$ cat src/rtl/pwm_pkg.sv
package pwm_pkg;
    localparam int PRE_W    = 6;
    localparam int CNT_W    = 10;
    localparam int SD_BIT   = 6;
    localparam int FULL_BIT = 10;
    localparam int CH_BIT   = 4;
    localparam int OFS_W    = CH_BIT;
    localparam logic [OFS_W-1:0] OFS_CTRL   = 4'h0;
    localparam logic [OFS_W-1:0] OFS_DUTY   = 4'h4;
    localparam logic [OFS_W-1:0] OFS_PERIOD = 4'h8;

    typedef enum logic [1:0] {
        CH_IDLE  = 2'd0,
        CH_RUN   = 2'd1,
        CH_DRAIN = 2'd2
    } ch_state_e;

    typedef struct packed {
        logic [PRE_W-1:0] presc;
        logic             sd_abrupt;
        logic [CNT_W-1:0] duty;
        logic             full;
        logic [CNT_W-1:0] period;
    } ch_cfg_t;
endpackage

$ cat src/rtl/pwm_prescaler.sv
module pwm_prescaler #(
    parameter int W = 6
) (
    input  logic         clk,
    input  logic         rst_n,
    input  logic         run,
    input  logic [W-1:0] limit,
    output logic         tick
);
    logic [W-1:0] cnt_q;

    assign tick = run && (cnt_q == limit);

    always_ff @(posedge clk) begin
        if (!rst_n) begin
            cnt_q <= '0;
        end else if (!run || tick) begin
            cnt_q <= '0;
        end else begin
            cnt_q <= cnt_q + 1'b1;
        end
    end
endmodule

$ cat src/rtl/pwm_regbank.sv
module pwm_regbank
    import pwm_pkg::*;
#(
    parameter int NCH = 2,
    parameter int AW  = 8,
    parameter int DW  = 32
) (
    input  logic                  clk,
    input  logic                  rst_n,
    input  logic                  we,
    input  logic [AW-1:0]         addr,
    input  logic [DW-1:0]         wdata,
    output logic [DW-1:0]         rdata,
    output ch_cfg_t [NCH-1:0]     cfg
);
    localparam int HI_W = AW - CH_BIT - 1;

    logic             in_range;
    logic             ch_idx;
    logic [OFS_W-1:0] ofs;
    logic [NCH-1:0]   hit;
    logic [DW-1:0]    rd_part [NCH];
    wire              unused_wdata = ^wdata[DW-1:FULL_BIT+1];

    assign in_range = (addr[AW-1:CH_BIT+1] == {HI_W{1'b0}});
    assign ch_idx   = addr[CH_BIT];
    assign ofs      = addr[OFS_W-1:0];

    for (genvar g = 0; g < NCH; g++) begin : g_ch
        assign hit[g] = in_range && (ch_idx == g[0]);

        always_ff @(posedge clk) begin
            if (!rst_n) begin
                cfg[g] <= '0;
            end else if (we && hit[g]) begin
                unique case (ofs)
                    OFS_CTRL: begin
                        cfg[g].presc     <= wdata[PRE_W-1:0];
                        cfg[g].sd_abrupt <= wdata[SD_BIT];
                    end
                    OFS_DUTY: begin
                        cfg[g].duty <= wdata[CNT_W-1:0];
                        cfg[g].full <= wdata[FULL_BIT];
                    end
                    OFS_PERIOD: begin
                        cfg[g].period <= wdata[CNT_W-1:0];
                    end
                    default: ;
                endcase
            end
        end

        always_comb begin
            rd_part[g] = '0;
            if (hit[g]) begin
                unique case (ofs)
                    OFS_CTRL: begin
                        rd_part[g][PRE_W-1:0] = cfg[g].presc;
                        rd_part[g][SD_BIT]    = cfg[g].sd_abrupt;
                    end
                    OFS_DUTY: begin
                        rd_part[g][CNT_W-1:0] = cfg[g].duty;
                        rd_part[g][FULL_BIT]  = cfg[g].full;
                    end
                    OFS_PERIOD: begin
                        rd_part[g][CNT_W-1:0] = cfg[g].period;
                    end
                    default: ;
                endcase
            end
        end
    end

    always_comb begin
        rdata = '0;
        for (int i = 0; i < NCH; i++) begin
            rdata = rdata | rd_part[i];
        end
    end
endmodule

$ cat src/rtl/pwm_channel.sv
module pwm_channel
    import pwm_pkg::*;
(
    input  logic    clk,
    input  logic    rst_n,
    input  logic    en,
    input  ch_cfg_t cfg,
    output logic    out,
    output logic    busy,
    output logic    full_act
);
    ch_state_e        st_q, st_d;
    logic [PRE_W-1:0] presc_s;
    logic [CNT_W-1:0] pv_s, duty_s, per_q;
    logic             full_s;
    logic             tick, wrap, start, load;

    assign busy     = (st_q != CH_IDLE);
    assign full_act = full_s;
    assign wrap     = tick && (per_q == pv_s);
    assign start    = (st_q == CH_IDLE) && en;
    assign load     = start || (busy && wrap);

    pwm_prescaler #(.W(PRE_W)) u_pre (
        .clk   (clk),
        .rst_n (rst_n),
        .run   (busy),
        .limit (presc_s),
        .tick  (tick)
    );

    // state register
    always_ff @(posedge clk) begin
        if (!rst_n) st_q <= CH_IDLE;
        else        st_q <= st_d;
    end

    // transitions: START, HALT, WIND_DOWN, RESUME, STOP
    always_comb begin
        st_d = st_q;
        unique case (st_q)
            CH_IDLE: begin
                if (en) st_d = CH_RUN;
            end
            CH_RUN: begin
                if (!en) st_d = cfg.sd_abrupt ? CH_IDLE : CH_DRAIN;
            end
            CH_DRAIN: begin
                if (en)                         st_d = CH_RUN;
                else if (cfg.sd_abrupt || wrap) st_d = CH_IDLE;
            end
            default: st_d = CH_IDLE;
        endcase
    end

    // shadow copies taken at period boundaries
    always_ff @(posedge clk) begin
        if (!rst_n) begin
            presc_s <= '0;
            pv_s    <= '0;
            duty_s  <= '0;
            full_s  <= 1'b0;
        end else if (load) begin
            presc_s <= cfg.presc;
            pv_s    <= cfg.period;
            duty_s  <= cfg.duty;
            full_s  <= cfg.full;
        end
    end

    // period counter
    always_ff @(posedge clk) begin
        if (!rst_n || !busy) begin
            per_q <= '0;
        end else if (tick) begin
            per_q <= wrap ? '0 : per_q + 1'b1;
        end
    end

    // output decode
    always_comb begin
        out = 1'b0;
        unique case (st_q)
            CH_IDLE:          out = 1'b0;
            CH_RUN, CH_DRAIN: out = full_s || (per_q < duty_s);
            default:          out = 1'b0;
        endcase
    end
endmodule

$ cat src/rtl/pwm_dual_core.sv
module pwm_dual_core
    import pwm_pkg::*;
#(
    parameter bit DUAL = 1'b1,
    parameter int AW   = 8,
    parameter int DW   = 32,
    localparam int NCH = DUAL ? 2 : 1
) (
    input  logic           clk,
    input  logic           rst_n,
    input  logic           bus_we,
    input  logic [AW-1:0]  bus_addr,
    input  logic [DW-1:0]  bus_wdata,
    output logic [DW-1:0]  bus_rdata,
    input  logic [NCH-1:0] chan_en,
    output logic [NCH-1:0] pwm_out
);
    ch_cfg_t [NCH-1:0] cfg;
    logic [NCH-1:0]    sd_vec;
    logic [NCH-1:0]    busy_vec;
    logic [NCH-1:0]    full_vec;

    pwm_regbank #(.NCH(NCH), .AW(AW), .DW(DW)) u_regs (
        .clk   (clk),
        .rst_n (rst_n),
        .we    (bus_we),
        .addr  (bus_addr),
        .wdata (bus_wdata),
        .rdata (bus_rdata),
        .cfg   (cfg)
    );

    for (genvar g = 0; g < NCH; g++) begin : g_chan
        assign sd_vec[g] = cfg[g].sd_abrupt;
        pwm_channel u_ch (
            .clk      (clk),
            .rst_n    (rst_n),
            .en       (chan_en[g]),
            .cfg      (cfg[g]),
            .out      (pwm_out[g]),
            .busy     (busy_vec[g]),
            .full_act (full_vec[g])
        );
    end
endmodule

$ cat config.mk
export PLATFORM = sky130hd
export DESIGN_NAME = pwm_dual_core
export DESIGN_NICKNAME = d
export VERILOG_FILES = /design/src/rtl/pwm_pkg.sv /design/src/rtl/pwm_prescaler.sv /design/src/rtl/pwm_regbank.sv /design/src/rtl/pwm_channel.sv /design/src/rtl/pwm_dual_core.sv
export SDC_FILE = /design/constraint.sdc
export NUM_CORES = 1
export LEC_CHECK = 0
export ABC_CLOCK_PERIOD_IN_PS = 2550
export CORE_MARGIN = 4
export CORE_UTILIZATION = 45
export DETAILED_ROUTE_END_ITERATION = 12
export GPL_ROUTABILITY_DRIVEN = 0
export PLACE_DENSITY_LB_ADDON = 0.1
export RECOVER_POWER = 100
export SLEW_MARGIN = 5
export SYNTH_ARGS = -nofsm -noshare
export SYNTH_HDL_FRONTEND = slang
export SYNTH_SLANG_ARGS = --single-unit
$ cat constraint.sdc
create_clock -name clk -period 2.55 [get_ports clk]
set_input_delay 0.255 -clock clk [delete_from_list [all_inputs] [get_ports clk]]
set_output_delay 0.255 -clock clk [all_outputs]
set_load 0.02 [all_outputs]
==> out/qor.txt, run 1 <==
Run status: complete, no violations
Class of the worst hold path: input port to register
Placement Cell Area: 7660 um2
YS warnings: 0
Count of hold-fix buffers inserted at cts: 0
Power share of the sequential group: 46.4%
Number of buffers between clock root and the deepest sink: 2
Top flip-flop cell by instance count after synthesis: dfxtp_1
Fill cells: 1373
Sum of net half-perimeters after detailed placement: 12500 um
Starting utilization of the core area: 45.8%
Cell chosen for the clock root: clkbuf_16
WL per Instance: 16.8 um
Leakage dissipation: 3.41 nW
Critical Path Source Type: input port
Max Fanout on Critical Path: 18
Final antenna-violating net count: 0
Wire length of the first global-routing pass: 27700 um
Antenna violations before repair: 0
Period utilization: 97.2%
Overall via count from detail_route: 5524
# IOs: 79
Most numerous cell in the Yosys netlist: dfxtp_1
FFs w/ async S/R, synth: 0%
Count of input and output buffers: 36
EDFF count, synth: 0
Average vias per placed instance: 5.39
Diode count: 0
Count of clock tree sinks: 146
Number of H-tree levels: 4
Largest net degree at the start of global routing: 40
Clock tree from TritonCTS: built
Total track usage: 19.6%
Die height: 132 um
Area inside the core boundary: 15100 um2
Cell with the largest stage delay on the worst path: clkdlybuf4s50_1
Kind of end point of the critical path: primary output
Area Overhead vs Synth: 18.0%
Measured slew at the worst slew-check pin: 0.886 ns
Largest clock skew in the final design: 0.00871 ns
Data arrival time at the worst-slack endpoint: 2.22 ns
Number of post-CTS setup repair buffers: 0
Post-synth top area cell: dfxtp_1
Data required time of the worst path: 2.30 ns
Commonest cells post-synth: 146 x dfxtp_1, 85 x nor2_1, 81 x nand2_1
Critical-path cell list: clkdlybuf4s50_1 -> nor4b_1 -> buf_4 -> a22o_1 -> a21oi_1 -> o22ai_1 -> dlygate4sd2_1
Sum of routed wire length over all layers: 17200 um
Post-Synthesis Cell Area: 6940 um2
Max rail drop VDD: 0.478 mV
Clock latency reported for the late side of the worst-skew pair: 0.42 ns
Power per Cell Area: 604 nW/um2
Switching power of the nets: 1.16 mW
Total of flip-flops plus latches after synthesis: 146
Count of mapped cells out of synthesis: 756
Switching Fraction: 23.4%
DRC violation count after routing: 0
Number of library cell types mapped by synthesis: 56
Share of final-layout standard cells stronger than drive strength 1: 12.2%
Setup TNS after final layout: 0 ns
Number of global-route vias before repair: 5308
Start-to-end type of the worst setup path: input port to primary output
Setup Slack @ Placement: -0.253 ns
1st-pass router iterations: 4
Mean post-synth cell area: 9.18 um2
Slew HR: 41.0%
Share of power burned in the clock network: 46.2%
Internal Pwr Total: 3.79 mW
Proportion of synthesized chip area in sequential cells: 42.1%
Leftover overflow at the end of global routing: 0
Starting DRT DRC Count: 346
Nets: 899
Number of endpoints failing setup at the final stage: 0
Worst-case setup margin in the final layout: 0.0726 ns
Combinational share of power: 7.4%
Clock period minus final worst setup slack: 2.48 ns
Critical Path Max Stage Delay: 0.48 ns
Area share of the largest cell type after synthesis: 42.1%
Placement Rows: 45
Synth top area cells: dfxtp_1 42%, mux2i_1 7.4%, ha_1 5.4%, nor2_1 4.6%, a22o_1 4.5%
Number of max-capacitance violations reported: 0
Highest clock rate: 404 MHz
Final-report hold violation count: 0
Num CTS Buffers: 17
Setup repair after global routing missed its margin: yes
Die Span X: 132 um
Clock slew at reported path FFs: 0.05 ns
Final standard cell area without fillers: 8190 um2
Max-slew violation count: 0
Post-layout total power: 4.95 mW
Die Footprint: 17500 um2
flip-flops by register name (all words and copies together), names as in the netlist:
| register | cells |
|---|---|
| g_chan.u_ch.per_q | 20 |
| g_chan.u_ch.presc_s | 12 |
| g_chan.u_ch.pv_s | 20 |
| u_regs.cfg | 56 |
| g_chan.u_ch.st_q | 4 |
| g_chan.u_ch.duty_s | 20 |
| g_chan.u_ch.u_pre.cnt_q | 12 |
| g_chan.u_ch.full_act | 2 |
kinds of logic (layout without fill, tap and decap cells):
group / count (synthesis) / in the layout / share of synthesized area (%)
compound gates: 150 / 150 / 14.9
mux: 53 / 53 / 7.68
fa+ha+maj: 30 / 30 / 5.41
buf+inv: 80 / 141 / 6.65
simple gates: 245 / 245 / 16.8
flops: 146 / 146 / 42.1
xor+xnor: 51 / 51 / 6.43
other cells: 1 / 21 / 0.0540
layout by cell type, fill, tap and decap left out, drive strengths merged, types with 3 or more instances in the layout:
master	instances
or3	3
mux2i	51
nand2b	11
o22ai	11
ha	30
nor4	8
a22oi	7
dlygate4sd2	3
a21o	3
and3	12
clkinv	5
a211oi	5
nand4b	3
nand2	82
buf	44
nand4	7
xor2	28
nor3	5
a21oi	59
xnor2	23
dfxtp	146
clkdlybuf4s50	23
nand3	15
clkbuf	32
a22o	41
inv	25
o21ai	10
nor2	85
clkdlybuf4s15	6
conb	21
nand3b	4
routing by layer:
layer	routed length, um	up-vias	part of all wire [%]	global-route usage (%)
li1	-	2739	-	-
met1	8420	2636	49	27.5
met2	7860	139	46	30.5
met3	784	10	4.6	4.62
met4	138	0	0.80	5.25
met5	0	-	0	0
layout make-up:
cell class / instances / area (um2) / share of cell area (%)
multi-input combinational: 550 / 3680 / 44.9
clock buffer: 23 / 458 / 5.59
sequential: 146 / 2930 / 35.7
inverter: 24 / 90.1 / 1.10
tap: 188 / 235 / 2.87
timing repair buffer: 85 / 719 / 8.78
clock inverter: 9 / 82.6 / 1.01
worst max-delay path, delay by kind of cell:
| family | cells | cell delay (ns) |
|---|---|---|
| AND/OR/NAND/NOR | 1 | 0.33 |
| AO/OA/AOI/OAI | 3 | 0.48 |
| buffers and inverters | 3 | 1.16 |
final timing paths:
path	slack [ns]	to	cells past startpoint	startpoint
hold reg to reg	0.47	g_chan[0].u_ch.duty_s[9]$_SDFFE_PN0P_	1	g_chan[0].u_ch.duty_s[9]$_SDFFE_PN0P_
hold / removal	0.47	u_regs.cfg[38]$_SDFFE_PN0P_	3	bus_wdata[10]
setup reg to reg	0.19	g_chan[0].u_ch.presc_s[2]$_SDFFE_PN0P_	7	g_chan[0].u_ch.presc_s[5]$_SDFFE_PN0P_
setup / recovery	0.07	bus_rdata[5]	7	bus_addr[1]
power groups by stage:
stage               clock network (mW)  registers [mW]  logic (mW)
global route                      2.45            2.30       0.392
global placement                     0            2.35       0.359
finish                            2.29            2.30       0.366
CTS                               2.35            2.30       0.370
floorplan                            0            2.34       0.296
detailed placement                   0            2.35       0.367
metrics by stage:
stage                     std cells  hold WS, ns  util, %
after detailed placement        993        0.460     50.5
after global routing           1025        0.456     54.1
after CTS                      1025        0.441     54.2
after floorplan                 776        0.391        -
final                          1025        0.468     54.1
after global placement          993        0.457     50.5
repair_timing:
action,CTS,global route
hold endpoints to repair,0,0
resized for setup,31,18
pin swaps,5,9
setup endpoints to repair,13,17
Power figures use the tool's default switching activity.
==> run 2: changes to the inputs <==
--- a/config.mk
+++ b/config.mk
@@ -6,6 +6,8 @@
 export NUM_CORES = 1
 export LEC_CHECK = 0
 export ABC_CLOCK_PERIOD_IN_PS = 2550
+export CAP_MARGIN = 40
+export CORE_ASPECT_RATIO = 1.75
 export CORE_MARGIN = 4
 export CORE_UTILIZATION = 45
 export DETAILED_ROUTE_END_ITERATION = 12
==> constraint.sdc (replaced) <==
create_clock -name clk -period 2.55 [get_ports clk]
set_input_delay 0.255 -clock clk [delete_from_list [all_inputs] [get_ports clk]]
set_output_delay 0.255 -clock clk [all_outputs]
set_load 0.1 [all_outputs]
==> out/qor.txt, run 2 (synthesized netlist as in run 1, its figures left out) <==
Run status: complete, no violations
Kind of end point of the critical path: primary output
Class of the worst hold path: input port to register
Leftover overflow at the end of global routing: 0 (unchanged)
Final-report hold violation count: 0 (unchanged)
Switching Fraction: 24.4% (+1.0 points)
Num CTS Buffers: 17 (unchanged)
Number of H-tree levels: 4 (unchanged)
Die Span X: 102 um (-23%)
Starting utilization of the core area: 46.3% (+0.49 points)
Nets: 877 (-2.4%)
WL per Instance: 17.3 um (+2.9%)
Clock tree from TritonCTS: built
Sum of routed wire length over all layers: 17200 um (+0.18%)
Fill cells: 1365 (-0.58%)
Largest clock skew in the final design: 0.00942 ns (+0.000715 ns)
Die Footprint: 17600 um2 (+0.45%)
Clock period minus final worst setup slack: 2.50 ns (+0.0261 ns)
Count of hold-fix buffers inserted at cts: 0 (unchanged)
Most common library cell in the layout ignoring fill and taps: dfxtp_1
Total track usage: 20.6% (+0.96 points)
Routed met1 length: 6460 um (-23%)
Setup Slack @ Placement: 0.0463 ns (+0.299 ns)
Data required time of the worst path: 2.30 ns (about the same)
Start-to-end type of the worst setup path: register to primary output
Slew HR: 42.6% (+1.6 points)
Final standard cell area without fillers: 8260 um2 (+0.86%)
Highest clock rate: 399 MHz (-1.0%)
Starting DRT DRC Count: 231 (-33%)
Share of final-layout standard cells stronger than drive strength 1: 13.4% (+1.2 points)
1st-pass router iterations: 4 (unchanged)
Share of power burned in the clock network: 49.5% (+3.3 points)
Setup TNS after final layout: 0 ns (unchanged)
Power share of the sequential group: 42.0% (-4.4 points)
Area inside the core boundary: 15000 um2 (-1.1%)
Max rail drop VDD: 0.403 mV (-16%)
Count of clock tree sinks: 146 (unchanged)
Switching power of the nets: 1.33 mW (+15%)
Cell depth of the worst min-delay path: 3 (unchanged)
Power per Cell Area: 661 nW/um2 (+9.4%)
Number of buffers between clock root and the deepest sink: 2 (unchanged)
Die height: 172 um (+30%)
Number of endpoints failing setup at the final stage: 0 (unchanged)
Critical Path Source Type: register
Antenna violations before repair: 0 (unchanged)
Area Overhead vs Synth: 19.0%
Final antenna-violating net count: 0 (unchanged)
Period utilization: 98.2% (+1.0 points)
Met3 wire length: 434 um (-45%)
Number of flip-flops under the largest register name: 56 (unchanged)
Count of input and output buffers: 36 (unchanged)
Setup repair after global routing missed its margin: yes
Placement Cell Area: 7690 um2 (+0.47%)
Overall via count from detail_route: 5426 (-1.8%)
Max-slew violation count: 0 (unchanged)
Highest-count cells in the layout ignoring fill and taps: 140 x dfxtp_1, 85 x nor2_1, 81 x nand2_1
Cell chosen for the clock root: clkbuf_16
Internal Pwr Total: 4.13 mW (+8.9%)
# IOs: 79 (unchanged)
Diode count: 0 (unchanged)
Max Fanout on Critical Path: 2 (-16)
Number of global-route vias before repair: 5597 (+5.4%)
Data arrival time at the worst-slack endpoint: 2.25 ns (+0.03 ns)
Most flop-heavy register: u_regs.cfg
Total met2 wirelength after detailed routing: 9760 um (+24%)
Count of cells along the worst register-to-register path: 8 (+1)
Clock latency reported for the late side of the worst-skew pair: 0.41 ns (about the same)
Measured slew at the worst slew-check pin: 0.861 ns (-0.0244 ns)
Clock slew at reported path FFs: 0.06 ns (about the same)
Largest net degree at the start of global routing: 55 (+38%)
Number of max-capacitance violations reported: 0 (unchanged)
Sum of net half-perimeters after detailed placement: 13100 um (+4.8%)
Number of post-CTS setup repair buffers: 0 (unchanged)
Worst-case setup margin in the final layout: 0.0465 ns (-0.0261 ns)
DRC violation count after routing: 0 (unchanged)
Top layer in use: met4
Leakage dissipation: 3.36 nW (-1.5%)
Wire length of the first global-routing pass: 28200 um (+1.8%)
Average vias per placed instance: 5.44 (+0.88%)
Combinational share of power: 8.5% (+1.1 points)
Placement Rows: 59 (+31%)
## run 2: changes by cell type in the layout (fill, tap and decap cells not counted), sizes merged
cell,previous run,this run
buf,44,29
bufinv,1,4
clkbuf,32,30
clkdlybuf4s15,6,0
clkinv,5,4
clkinvlp,2,1
dlygate4sd2,3,0
inv,25,28
## run 2: worst paths after layout
| kind | startpoint | slack (ns) | to |
|---|---|---|---|
| setup / recovery | g_chan[1].u_ch.duty_s[4]$_SDFFE_PN0P_ | 0.05 | pwm_out[1] |
| hold / removal | bus_wdata[10] | 0.46 | u_regs.cfg[10]$_SDFFE_PN0P_ |
| setup reg to reg | g_chan[1].u_ch.per_q[4]$_SDFFE_PP0P_ | 0.19 | g_chan[1].u_ch.pv_s[2]$_SDFFE_PN0P_ |
| hold reg to reg | g_chan[0].u_ch.duty_s[4]$_SDFFE_PN0P_ | 0.47 | g_chan[0].u_ch.duty_s[4]$_SDFFE_PN0P_ |
## run 2: through the flow
stage / total power, mW / instances / hold WS (ns) / util [%]
floorplan: 2.75 / 776 / 0.391 / -
global placement: 2.80 / 966 / 0.457 / 51.3
detailed placement: 2.82 / 966 / 0.462 / 51.3
CTS: 5.52 / 998 / 0.443 / 56.1
global route: 5.65 / 998 / 0.476 / 55.1
finish: 5.46 / 998 / 0.457 / 55.1
## run 2: what timing repair did
| item | 4_1_cts | 5_1_grt |
|---|---|---|
| setup endpoints to repair | 2 | 2 |
| pin swaps | 9 | 0 |
| resized for setup | 20 | 3 |
## run 2: layout make-up
class | instances | area (um2) | share of cell area [%]
Timing Repair Buffer | 63 | 602 | 7.28
Clock inverter | 13 | 198 | 2.39
Clock buffer | 19 | 453 | 5.48
Multi-Input combinational cell | 550 | 3760 | 45.5
Sequential cell | 146 | 2930 | 35.5
Tap cell | 183 | 229 | 2.77
Inverter | 24 | 90.1 | 1.09
## run 2: power groups by stage
stage / registers [mW] / clock network [mW] / logic (mW)
after global routing: 2.30 / 2.86 / 0.488
after detailed placement: 2.35 / 0 / 0.470
after CTS: 2.30 / 2.76 / 0.471
final: 2.30 / 2.71 / 0.462
after global placement: 2.35 / 0 / 0.459
after floorplan: 2.34 / 0 / 0.404
## run 2: metal layers
metal	GRT usage, %	vias to the layer above
li1	-	2702
met1	21.9	2587
met2	38.5	101
met3	2.91	36
met4	10.7	0
met5	0	-
## run 2: worst max-delay path, stage by stage, from the launching register on
cell	delay, ns
dfxtp_2	0.33
inv_2	0.04
ha_4	0.21
a21o_1	0.17
a211oi_2	0.20
o21ai_2	0.10
o2111a_1	0.14
a2111oi_2	0.21
o31a_1	0.24
buf_12	0.19
==> run 3: changes to the inputs <==
--- a/config.mk
+++ b/config.mk
@@ -9,11 +9,12 @@
 export CAP_MARGIN = 40
 export CORE_ASPECT_RATIO = 1.75
 export CORE_MARGIN = 4
-export CORE_UTILIZATION = 45
+export CORE_UTILIZATION = 56
 export DETAILED_ROUTE_END_ITERATION = 12
 export GPL_ROUTABILITY_DRIVEN = 0
 export PLACE_DENSITY_LB_ADDON = 0.1
 export RECOVER_POWER = 100
+export REMOVE_ABC_BUFFERS = 1
 export SLEW_MARGIN = 5
 export SYNTH_ARGS = -nofsm -noshare
 export SYNTH_HDL_FRONTEND = slang
==> out/qor.txt, run 3 (synthesized netlist as in run 1, its figures left out) <==
Cell depth of the worst min-delay path: 3 (unchanged)
Number of max-capacitance violations reported: 0 (unchanged)
Data required time of the worst path: 2.30 ns (about the same)
Data arrival time at the worst-slack endpoint: 2.30 ns (+0.05 ns)
Largest clock skew in the final design: 0.00703 ns (-0.00239 ns)
Leakage dissipation: 3.31 nW (-1.6%)
# IOs: 79 (unchanged)
Starting utilization of the core area: 57.5% (+11 points)
Count of clock tree sinks: 146 (unchanged)
Internal Pwr Total: 3.87 mW (-6.4%)
Wire length of the first global-routing pass: 27700 um (-1.8%)
Final antenna-violating net count: 0 (unchanged)
Max rail drop VDD: 0.519 mV (+29%)
Max-slew violation count: 0 (unchanged)
WL per Instance: 17.6 um (+1.6%)
Num CTS Buffers: 17 (unchanged)
Total track usage: 24.4% (+3.8 points)
Highest-count cells in the layout ignoring fill and taps: 142 x dfxtp_1, 85 x nor2_1, 81 x nand2_1
Worst-case setup margin in the final layout: -0.00683 ns (-0.0534 ns)
Number of H-tree levels: 4 (unchanged)
Final-report hold violation count: 0 (unchanged)
Die height: 155 um (-9.9%)
Switching power of the nets: 1.33 mW (-0.59%)
Area Overhead vs Synth: 17.1%
Overall via count from detail_route: 5466 (+0.74%)
Number of global-route vias before repair: 5663 (+1.2%)
Cell chosen for the clock root: clkbuf_16
Area inside the core boundary: 12100 um2 (-19%)
Placement Rows: 53 (-10%)
Sum of net half-perimeters after detailed placement: 12800 um (-2.7%)
Power per Cell Area: 639 nW/um2 (-3.4%)
Grt met2 use: 48.2% (+9.7 points)
Timing endpoint of the critical path: bus_rdata[2]
Run status: finished, violations left
DRC violation count after routing: 0 (unchanged)
Most flop-heavy register: u_regs.cfg
Most common library cell in the layout ignoring fill and taps: dfxtp_1
Max Fanout on Critical Path: 16 (+14)
Average vias per placed instance: 5.59 (+2.8%)
Worst setup startpoint: bus_addr[1]
Diode count: 0 (unchanged)
Nets: 876 (-0.11%)
Util after Layout: 67.4% (+12 points)
Capture instance of the worst register-to-register path: g_chan[1].u_ch.pv_s[1]$_SDFFE_PN0P_
Clock tree from TritonCTS: built
Combinational share of power: 8.8% (+0.3 points)
Antenna violations before repair: 0 (unchanged)
Highest clock rate: 391 MHz (-2.1%)
Worst reg2reg setup slack: 0.11 ns (-0.08 ns)
Largest net degree at the start of global routing: 66 (+20%)
Period utilization: 100% (+2.1 points)
Kind of end point of the critical path: primary output
Share of final-layout standard cells stronger than drive strength 1: 11.7% (-1.7 points)
Power share of the sequential group: 44.2% (+2.2 points)
Switching Fraction: 25.5% (+1.1 points)
Post-layout total power: 5.19 mW (-5.0%)
Violated checks: negative setup slack
Routing usage on met3: 4.02% (+1.1 points)
Highest-utilization routing layer at the global route stage: met2
Leftover overflow at the end of global routing: 0 (unchanged)
Count of input and output buffers: 36 (unchanged)
Critical Path Source Type: input port
Count of cells along the worst register-to-register path: 8 (unchanged)
Clock latency reported for the late side of the worst-skew pair: 0.41 ns (about the same)
Start-to-end type of the worst setup path: input port to primary output
Starting DRT DRC Count: 268 (+16%)
Die Footprint: 14300 um2 (-18%)
Clock period minus final worst setup slack: 2.56 ns (+0.0534 ns)
Setup repair after global routing missed its margin: yes
Number of endpoints failing setup at the final stage: 1 (+1)
1st-pass router iterations: 5 (+1)
Die Span X: 92.2 um (-9.5%)
R2R Path Start: g_chan[1].u_ch.per_q[2]$_SDFFE_PP0P_
Sum of routed wire length over all layers: 17200 um (-0.39%)
Slew HR: 43.8% (+1.3 points)
Met1 track demand over resource: 24.0% (+2.1 points)
Number of flip-flops under the largest register name: 56 (unchanged)
Share of power burned in the clock network: 47.0% (-2.5 points)
Measured slew at the worst slew-check pin: 0.842 ns (-0.0189 ns)
Number of buffers between clock root and the deepest sink: 2 (unchanged)
Class of the worst hold path: input port to register
Clock slew at reported path FFs: 0.06 ns (about the same)
## run 3: worst min-delay path by stage
| stage | slack (ns) | end | startpoint |
|---|---|---|---|
| floorplan | 0.39 | u_regs.cfg[0]$_SDFFE_PN0P_ | bus_wdata[0] |
| global route | 0.46 | u_regs.cfg[10]$_SDFFE_PN0P_ | bus_wdata[10] |
| global placement | 0.45 | g_chan[0].u_ch.u_pre.cnt_q[0]$_SDFF_PP0_ | g_chan[0].u_ch.u_pre.cnt_q[0]$_SDFF_PP0_ |
| detailed placement | 0.46 | g_chan[0].u_ch.duty_s[7]$_SDFFE_PN0P_ | g_chan[0].u_ch.duty_s[7]$_SDFFE_PN0P_ |
| finish | 0.45 | u_regs.cfg[10]$_SDFFE_PN0P_ | bus_wdata[10] |
| CTS | 0.43 | u_regs.cfg[10]$_SDFFE_PN0P_ | bus_wdata[10] |
## run 3: cell type report
class                   instances  area (um2)
clock buffers                  17         425
clock inverters                14         156
well taps                     165         206
flip-flops and latches        146        2930
repair buffers                 62         604
fillers                       993        3940
multi-input cells             550        3720
inverters                      24        90.1
## run 3: worst max-delay path, cell delays in order
cell and delay, ns:
clkdlybuf4s50_1 0.49, nor4_1 0.55, buf_6 0.26, a22o_1 0.15
a21oi_1 0.05, o22ai_1 0.32, buf_12 0.23
## run 3: per-layer routing
| layer | vias up | share of wire [%] |
|---|---|---|
| met5 | - | 0 |
| met4 | 0 | 3.3 |
| met3 | 35 | 3.0 |
| met2 | 114 | 57 |
| met1 | 2620 | 37 |
| li1 | 2697 | - |
## run 3: stage by stage
stage                     setup TNS [ns]  std cells  hold slack [ns]  worst slack [ns]  area (um2)
after floorplan                   -72.21        720            0.391             -1.78        6650
after global placement           -0.0591        946            0.449           -0.0591        7560
after detailed placement         -0.0442        946            0.462           -0.0348        7560
after CTS                              0        977            0.434           0.00396        8220
after global routing               -1.20        978            0.465           -0.0840        8130
final                           -0.00683        978            0.447          -0.00683        8130
## run 3: power groups by stage
stage | clock (mW) | combinational (mW) | sequential (mW)
6_report | 2.44 | 0.458 | 2.30
5_1_grt | 2.56 | 0.483 | 2.29
4_1_cts | 2.48 | 0.459 | 2.30
3_5_place_dp | 0 | 0.457 | 2.35
3_3_place_gp | 0 | 0.449 | 2.34
2_1_floorplan | 0 | 0.329 | 2.34
## run 3: what timing repair did
item | CTS | global route
pin swaps | 6 | 2
gates resized for setup | 17 | 8
hold buffers | 0 | 0
setup buffers | 0 | 1
setup endpoints to repair | 2 | 14
